**config.mk**
```make
export PLATFORM = sky130hd
export DESIGN_NAME = sdram_col_burst_gen
export DESIGN_NICKNAME = d
export VERILOG_FILES = /design/src/rtl/colgen_pkg.sv /design/src/rtl/colgen_ctrl.sv /design/src/rtl/colgen_datapath.sv /design/src/rtl/sdram_col_burst_gen.sv
export SDC_FILE = /design/constraint.sdc
export NUM_CORES = 1
export LEC_CHECK = 0
export BUFFER_PORTS_ARGS = -buffer_cell sky130_fd_sc_hd__clkbuf_2
export CORE_UTILIZATION = 34
export CTS_CLUSTER_DIAMETER = 200
export DETAILED_ROUTE_END_ITERATION = 6
export GPL_TIMING_DRIVEN = 0
export PLACE_DENSITY = 0.58
export SYNTH_ARGS = -nofsm -noshare
export SYNTH_HDL_FRONTEND = slang
export SYNTH_SLANG_ARGS = --single-unit
```
**constraint.sdc**
```tcl
create_clock -name clk -period 3.2 [get_ports clk]
set_input_delay 0.64 -clock clk [delete_from_list [all_inputs] [get_ports clk]]
set_output_delay 0.64 -clock clk [all_outputs]
set_load 0.05 [all_outputs]
```
**src/rtl/colgen_pkg.sv**
```systemverilog
package colgen_pkg;
  typedef struct packed {
    logic load;  // capture a new burst configuration, beat index to zero
    logic step;  // advance to the next beat
  } burstCtl_t;

  localparam logic [2:0] LEN_FULL = 3'd7;
endpackage

```
**src/rtl/colgen_ctrl.sv**
```systemverilog
module colgen_ctrl
  import colgen_pkg::*;
#(
  parameter int COL_W = 9
) (
  input  logic      clk,
  input  logic      rstN,
  input  logic      startStb,
  input  logic [2:0] lenCode,
  input  logic      interleave,
  input  logic      termStb,
  output burstCtl_t ctl,
  output logic      busy,
  output logic      lastBeat,
  output logic      cfgError
);
  logic             busyQ, fullQ, errQ;
  logic [COL_W-1:0] remainQ, remainInit;
  logic             cfgBad, accept, lastNow;

  always_comb begin
    cfgBad  = (lenCode inside {3'd4, 3'd5, 3'd6}) || (lenCode == LEN_FULL && interleave);
    lastNow = busyQ && !fullQ && (remainQ == '0);
    accept  = startStb && (!busyQ || lastNow);
    ctl.load = accept && !cfgBad;
    ctl.step = busyQ && !accept && !termStb && !lastNow;
    unique case (lenCode[1:0])
      2'd0:    remainInit = COL_W'(0);
      2'd1:    remainInit = COL_W'(1);
      2'd2:    remainInit = COL_W'(3);
      default: remainInit = COL_W'(7);
    endcase
  end

  always_ff @(posedge clk) begin
    if (!rstN) begin
      busyQ   <= 1'b0;
      fullQ   <= 1'b0;
      errQ    <= 1'b0;
      remainQ <= '0;
    end else begin
      errQ <= accept && cfgBad;
      if (ctl.load) begin
        busyQ   <= 1'b1;
        fullQ   <= (lenCode == LEN_FULL);
        remainQ <= remainInit;
      end else if (accept || (busyQ && (termStb || lastNow))) begin
        busyQ <= 1'b0;
      end else if (ctl.step && !fullQ) begin
        remainQ <= remainQ - 1'b1;
      end
    end
  end

  assign busy     = busyQ;
  assign lastBeat = lastNow;
  assign cfgError = errQ;
endmodule

```
**src/rtl/colgen_datapath.sv**
```systemverilog
module colgen_datapath
  import colgen_pkg::*;
#(
  parameter int COL_W = 9
) (
  input  logic             clk,
  input  logic             rstN,
  input  burstCtl_t        ctl,
  input  logic [COL_W-1:0] startCol,
  input  logic [2:0]       lenCode,
  input  logic             interleave,
  output logic [COL_W-1:0] colAddr
);
  logic [COL_W-1:0] baseQ, maskQ, beatQ, maskN, ordered;
  logic             ilQ;

  always_comb begin
    maskN   = (lenCode == LEN_FULL) ? '1 : COL_W'((4'd1 << lenCode[1:0]) - 4'd1);
    ordered = ilQ ? (baseQ ^ beatQ) : (baseQ + beatQ);
  end

  always_ff @(posedge clk) begin
    if (!rstN) begin
      baseQ <= '0;
      maskQ <= '0;
      beatQ <= '0;
      ilQ   <= 1'b0;
    end else if (ctl.load) begin
      baseQ <= startCol;
      maskQ <= maskN;
      beatQ <= '0;
      ilQ   <= interleave;
    end else if (ctl.step) begin
      beatQ <= beatQ + 1'b1;
    end
  end

  for (genvar b = 0; b < COL_W; b++) begin : g_bitSel
    assign colAddr[b] = maskQ[b] ? ordered[b] : baseQ[b];
  end
endmodule

```
**src/rtl/sdram_col_burst_gen.sv**
```systemverilog
module sdram_col_burst_gen
  import colgen_pkg::*;
#(
  parameter int COL_W = 9
) (
  input  logic             clk,
  input  logic             rstN,
  input  logic             startStb,
  input  logic [COL_W-1:0] startCol,
  input  logic [2:0]       lenCode,
  input  logic             interleave,
  input  logic             termStb,
  output logic [COL_W-1:0] colOut,
  output logic             colValid,
  output logic             lastBeat,
  output logic             cfgError
);
  burstCtl_t ctl;

  colgen_ctrl #(.COL_W(COL_W)) u_ctrl (
    .clk(clk), .rstN(rstN), .startStb(startStb), .lenCode(lenCode),
    .interleave(interleave), .termStb(termStb), .ctl(ctl),
    .busy(colValid), .lastBeat(lastBeat), .cfgError(cfgError)
  );

  colgen_datapath #(.COL_W(COL_W)) u_dp (
    .clk(clk), .rstN(rstN), .ctl(ctl), .startCol(startCol),
    .lenCode(lenCode), .interleave(interleave), .colAddr(colOut)
  );
endmodule

```
# --- Yosys cells after proc, flatten, opt, wreduce, memory -nomap -nowiden ---
# Cells that the tools add are included.
word_totals:
  word_cells: 67
  output_inout_bits: 12
  regBits: 40
  input_bits: 17
classes:
  n_eq_ne: 7
  mux: 17
  bitwise_logic: 2
  n_shift: 1
  n_reduce_logical: 28
  add_sub_neg: 4
ops:
  columns: ["cell", "count"]
  rows:
  - ["9-bit two-way mux", 5]
  - ["9-bit by 1-bit subtractor with 9-bit output (second input constant)", 2]
  - ["3-bit equality test (second input constant)", 4]
  - ["1-bit logical AND", 11]
  - ["1-bit two-way mux", 11]
  - ["9-bit by 1-bit adder with 9-bit output (second input constant)", 1]
  - ["9-bit adder", 1]
  - ["9-bit zero test", 1]
  - ["3-bit case mux with 3 select lines", 1]
  - ["1-bit by 2-bit << shifter with 9-bit output (first input constant)", 1]
  - ["9-bit XOR", 1]
  - ["1-bit zero test", 6]
  - ["1-bit logical OR", 4]
  - ["2-bit nonzero test", 2]
  - ["3-bit nonzero test", 1]
  - ["2-bit by 1-bit equality test with 1-bit output (second input constant)", 1]
  - ["2-bit equality test (second input constant)", 1]
  - ["2-bit zero test", 1]
  - ["2-bit inequality test (second input constant)", 1]
  - ["2-bit AND reduction", 1]
  - ["2-bit OR reduction", 1]
  - ["1-bit NOT", 1]

# --- Longest topological paths before layout ---
logic_depth:
  depth_word: 13
  ltp_mapped: 9
  depth_no_buf: 8

# --- Hierarchy ---
# From an unflattened synthesis, not the netlist that was laid out.
hier_totals:
  hier_cells: 259
  area_unflattened_um2: 2257.2
modules_own_cells:
  columns: ["mod", "cells_per_inst", "area_per_inst_um2", "seq_area_each_um2", "n_inst"]
  rows:
  - ["colgen_datapath", 183, 1592.8, 520.5, 1]
  - ["colgen_ctrl", 76, 664.4, 240.2, 1]

# --- Worst setup path after synthesis ---
# No wires, ideal clock.
synth_path:
  kind: "register to output"
  startpoint: "register u_dp.beatQ[0]"
  endpoint: "output colOut[8]"
  path_buffers: 0
  required_ns: 2.560
  arrival_time_ns: 2.661
  path_slack_ns: -0.101
  path_stages_with_launch: 9
  path_cell_list: "dfxtp_1 ha_1 inv_1 fa_1 nand2b_1 a211oi_1 a211o_1 mux2i_1 xor2_1"
synth_between:
  elab_chain_len: 3
synth_lines:
  columns: ["element", "line", "source"]
  rows:
  - ["start: declaration", "colgen_datapath.sv:14", "logic [COL_W-1:0] baseQ, maskQ, beatQ, maskN, ordered;"]
  - ["start signal: assignment", "colgen_datapath.sv:34", "beatQ <= beatQ + 1'b1;"]
  - ["9-bit adder", "colgen_datapath.sv:19", "ordered = ilQ ? (baseQ ^ beatQ) : (baseQ + beatQ);"]
  - ["9-bit two-way mux", "colgen_datapath.sv:19", null]
  - ["1-bit two-way mux", "colgen_datapath.sv:39", "assign colAddr[b] = maskQ[b] ? ordered[b] : baseQ[b];"]
  - ["end: declaration", "sdram_col_burst_gen.sv:13", "output logic [COL_W-1:0] colOut,"]
# No other way between the ends.

# --- Final worst setup path ---
layout_path:
  startpoint: "register u_dp.baseQ[0]"
  endpoint: "output colOut[8]"
layout_between:
  elab_chain_len: 3
layout_lines:
  columns: ["element", "line", "source"]
  rows:
  - ["start: declaration", "colgen_datapath.sv:14", null]
  - ["start signal: assignment", "colgen_datapath.sv:29", "baseQ <= startCol;"]
  - ["9-bit adder", "colgen_datapath.sv:19", null]
  - ["9-bit two-way mux", "colgen_datapath.sv:19", null]
  - ["1-bit two-way mux", "colgen_datapath.sv:39", null]
# No other way between the ends.

==> flow_summary.toml <==
[status]
status = "finished with violations"
failed_checks = "design-rule violations"

[critical_path]
crit_buf_inv = 2
crit-reg2reg-launch = "u_ctrl.remainQ[0]"
worst-path-max-fanout = 3
reg2reg_depth = 9
cp.arrival_ps = 2440
critPathLaunchType = "flip-flop"
r2r_end = "u_ctrl.remainQ[3]"
end_kind = "primary output"
path_cells = "ha_2 -> inv_1 -> fa_2 -> nand2b_4 -> a211oi_4 -> a211o_1 -> mux2i_2 -> xor2_2 -> buf_8"
crit_type = "flip-flop to primary output"
critPathSlowestCell = "dfxtp_2"
crit_family = "adder cells"
reg2reg_slack_ps = 1010
crit_path_max_incr_delay_ps = 350
required_ps = 2560

[layout]
ff_latch_area_um2 = 748
areaGrowthSynthToFinish_pct = 19.6
fillers = 606
layout_commonest_cell = "nor2_1"
final_util_pct = 42.0
diodes = 0
final_nets = 309
most-common-layout-cells = "34 x nor2_1, 33 x dfxtp_1, 26 x clkbuf_2"
layout-drive-gt1-share_pct = 21.1
fin_cells = 354
multiInputGateArea_um2 = 1290

[route]
post_drt_wl_per_cell_um = 13.2
via_count = 1792
ant_nets = 0
vias_per_cell = 5.06
dr.pass1.iters = 6
drc = 1
drtIter0Drc = 61
routed_wirelength_um = 4660

[synthesis]
synth_top_area_cell = "dfxtp_1"
ys.flop_type = "dfxtp_1"
ys_async_sr_fraction_pct = 0
synth_top_area_share_pct = 35.8
syn_area_per_cell_um2 = 8.59
yosysUniqueCellTypes = 46
synth_nets = 271
ys_ff_latch = 37
synth-edff-count = 0
netlist_area_um2 = 2070
syn_inst = 241
netlist_top_cells_area = "dfxtp_1 36%, ha_1 7.3%, nor2_1 6.2%, xnor2_1 5.1%, nand2_1 4.0%"
ys_seq_area_share_pct = 35.8
yosysWarnings = 0

[grt]
grtUsageMet2_pct = 25.6
grt_pass1_wl_um = 7860
overflow = 0
busiest_layer = "met2"
grt_max_degree = 11
grt_usage_pct = 16.0
antenna_found_initial = 0
met1_usage_pct = 20.8
first_global_vias = 1690
grtUsageMet3_pct = 3.20

[placement]
preCtsSetupSlack_ps = -54.8
io_buffers = 28
dp_cells = 344
dp_hpwl_um = 3500
gp_congestion = 0.787

[hold_path]
min_to = "u_dp.maskQ[7]"
hold_depth = 2
min_from = "u_dp.maskQ[7]"
min_path_type = "flip-flop to flip-flop"

[power]
p_per_area_nw_per_um2 = 415
seqPwrFrac_pct = 48.4
combPwrFrac_pct = 19.1
p_sw_uw = 307
power_leakage_nw = 1.02
p_sw_share_pct = 29.8
clkPwrFrac_pct = 32.5
power.internal_uw = 721
fin_total_pwr_mw = 1.03
ir_drop_mv = 0.150

[floorplanning]
start_util_pct = 35.2
pin_count = 29
rows = 28
coreArea_um2 = 5890
fp.dieH_um = 80.0
die_area_um2 = 6400
die_x_um = 80.0

[sta]
drv_slew = 0
clock-skew-final_ps = 2.56
finalCritPeriodShare_pct = 96.1
setup_viol = 0
holdWs_ps = 478
slew_headroom_pct = 59.2
fin_ws_ps = 124
fmax_mhz = 325
finalHoldViolations = 0
worstMarginPinSlew_ps = 608
layout_min_cycle_time_ps = 3080

[job]
maxCapViolations = 0

[clock_tree]
cts_max_path_buffers = 2
postCtsHoldBufs = 0
clkLatencyLatePin_ps = 290
tritoncts = "done"
cts-root-buf = "clkbuf_8"
cts_sinks = 37
htree_levels = 2
cts_buffers = 5
path_clk_slew_ps = 70
## synth_stat cells (all sizes together), types with 5 or more instances
library cell	number
dfxtp	37
nor2	34
nand2	23
ha	12
xnor2	12
a21oi	11
xor2	9
nand3	8
o21ai	8
a21boi	7
inv	7
a22o	6
buf	6
nand4	6
nand2b	5
nor3	5
## power by group through the flow
| stage | combinational (mW) | clock (mW) | sequential (mW) |
|---|---|---|---|
| global placement | 0.192 | 0 | 0.508 |
| finish | 0.196 | 0.334 | 0.498 |
| detailed placement | 0.193 | 0 | 0.509 |
| floorplan | 0.142 | 0 | 0.508 |
| global route | 0.216 | 0.362 | 0.501 |
| CTS | 0.197 | 0.345 | 0.498 |
## worst reg2reg max path, cell delays in order, from the launching register on
cell     delay [ps]
dfxtp_1         330
inv_1            80
ha_1            150
or4b_1          530
o31ai_4         270
nand3_1         130
buf_2           220
nand2_4         170
buf_6           170
nor2_1           60
## layer usage
metal / share of wire, % / routed length, um
met4: 1.8 / 85
met5: 0 / 0
met1: 49 / 2280
met2: 47 / 2200
met3: 2.1 / 99
## final cells by class
cell class	count	share of cell area, %
repair buffers	31	7.08
flip-flops and latches	37	30.2
clock buffers	7	3.49
multi-input cells	188	52.1
inverters	7	1.06
plain buffers	9	2.28
well taps	75	3.79
## worst max path at each step
stage,from,to,slack [ps],depth (start not counted)
2_1_floorplan,u_dp.beatQ[0],colOut[8],110,8
4_1_cts,u_dp.baseQ[0],colOut[8],0.5,9
6_report,u_dp.baseQ[0],colOut[8],120,9
5_1_grt,u_dp.baseQ[0],colOut[8],-20,9
3_5_place_dp,u_dp.beatQ[0],colOut[8],-50,9
3_3_place_gp,u_dp.beatQ[0],colOut[8],-60,9
## sequential cells by signal, indices dropped and copies added, names as in the netlist
| name | count |
|---|---|
| u_ctrl.remainQ | 9 |
| u_dp.baseQ | 9 |
| u_dp.beatQ | 9 |
| u_dp.maskQ | 6 |
| u_ctrl.busy | 1 |
| u_ctrl.cfgError | 1 |
| u_ctrl.fullQ | 1 |
| u_dp.ilQ | 1 |
## what timing repair did
| action | 4_1_cts | 5_1_grt |
|---|---|---|
| hold endpoints to repair | 0 | 0 |
| setup endpoints to repair | 4 | 4 |
| resized for setup | 9 | 9 |
| pin swaps | 2 | 4 |
| buffers inserted | 2 | 1 |
## logic make-up after synthesis
group | after synthesis | share of synthesized area [%]
AND/OR/NAND/NOR | 100 | 23.9
AO/OA/AOI/OAI | 50 | 17.2
multiplexers | 4 | 2.06
flip-flops | 37 | 35.8
XOR/XNOR | 21 | 8.89
buffers and inverters | 16 | 3.99
adder cells (fa/ha/maj) | 13 | 8.22
## stage by stage
step           cell area [um2]  setup TNS [ps]
2_1_floorplan             2080               0
3_3_place_gp              2310           -55.8
3_5_place_dp              2310           -54.8
4_1_cts                   2440               0
5_1_grt                   2470           -15.4
6_report                  2470               0
No activity file was read; power rests on OpenSTA's default activity.
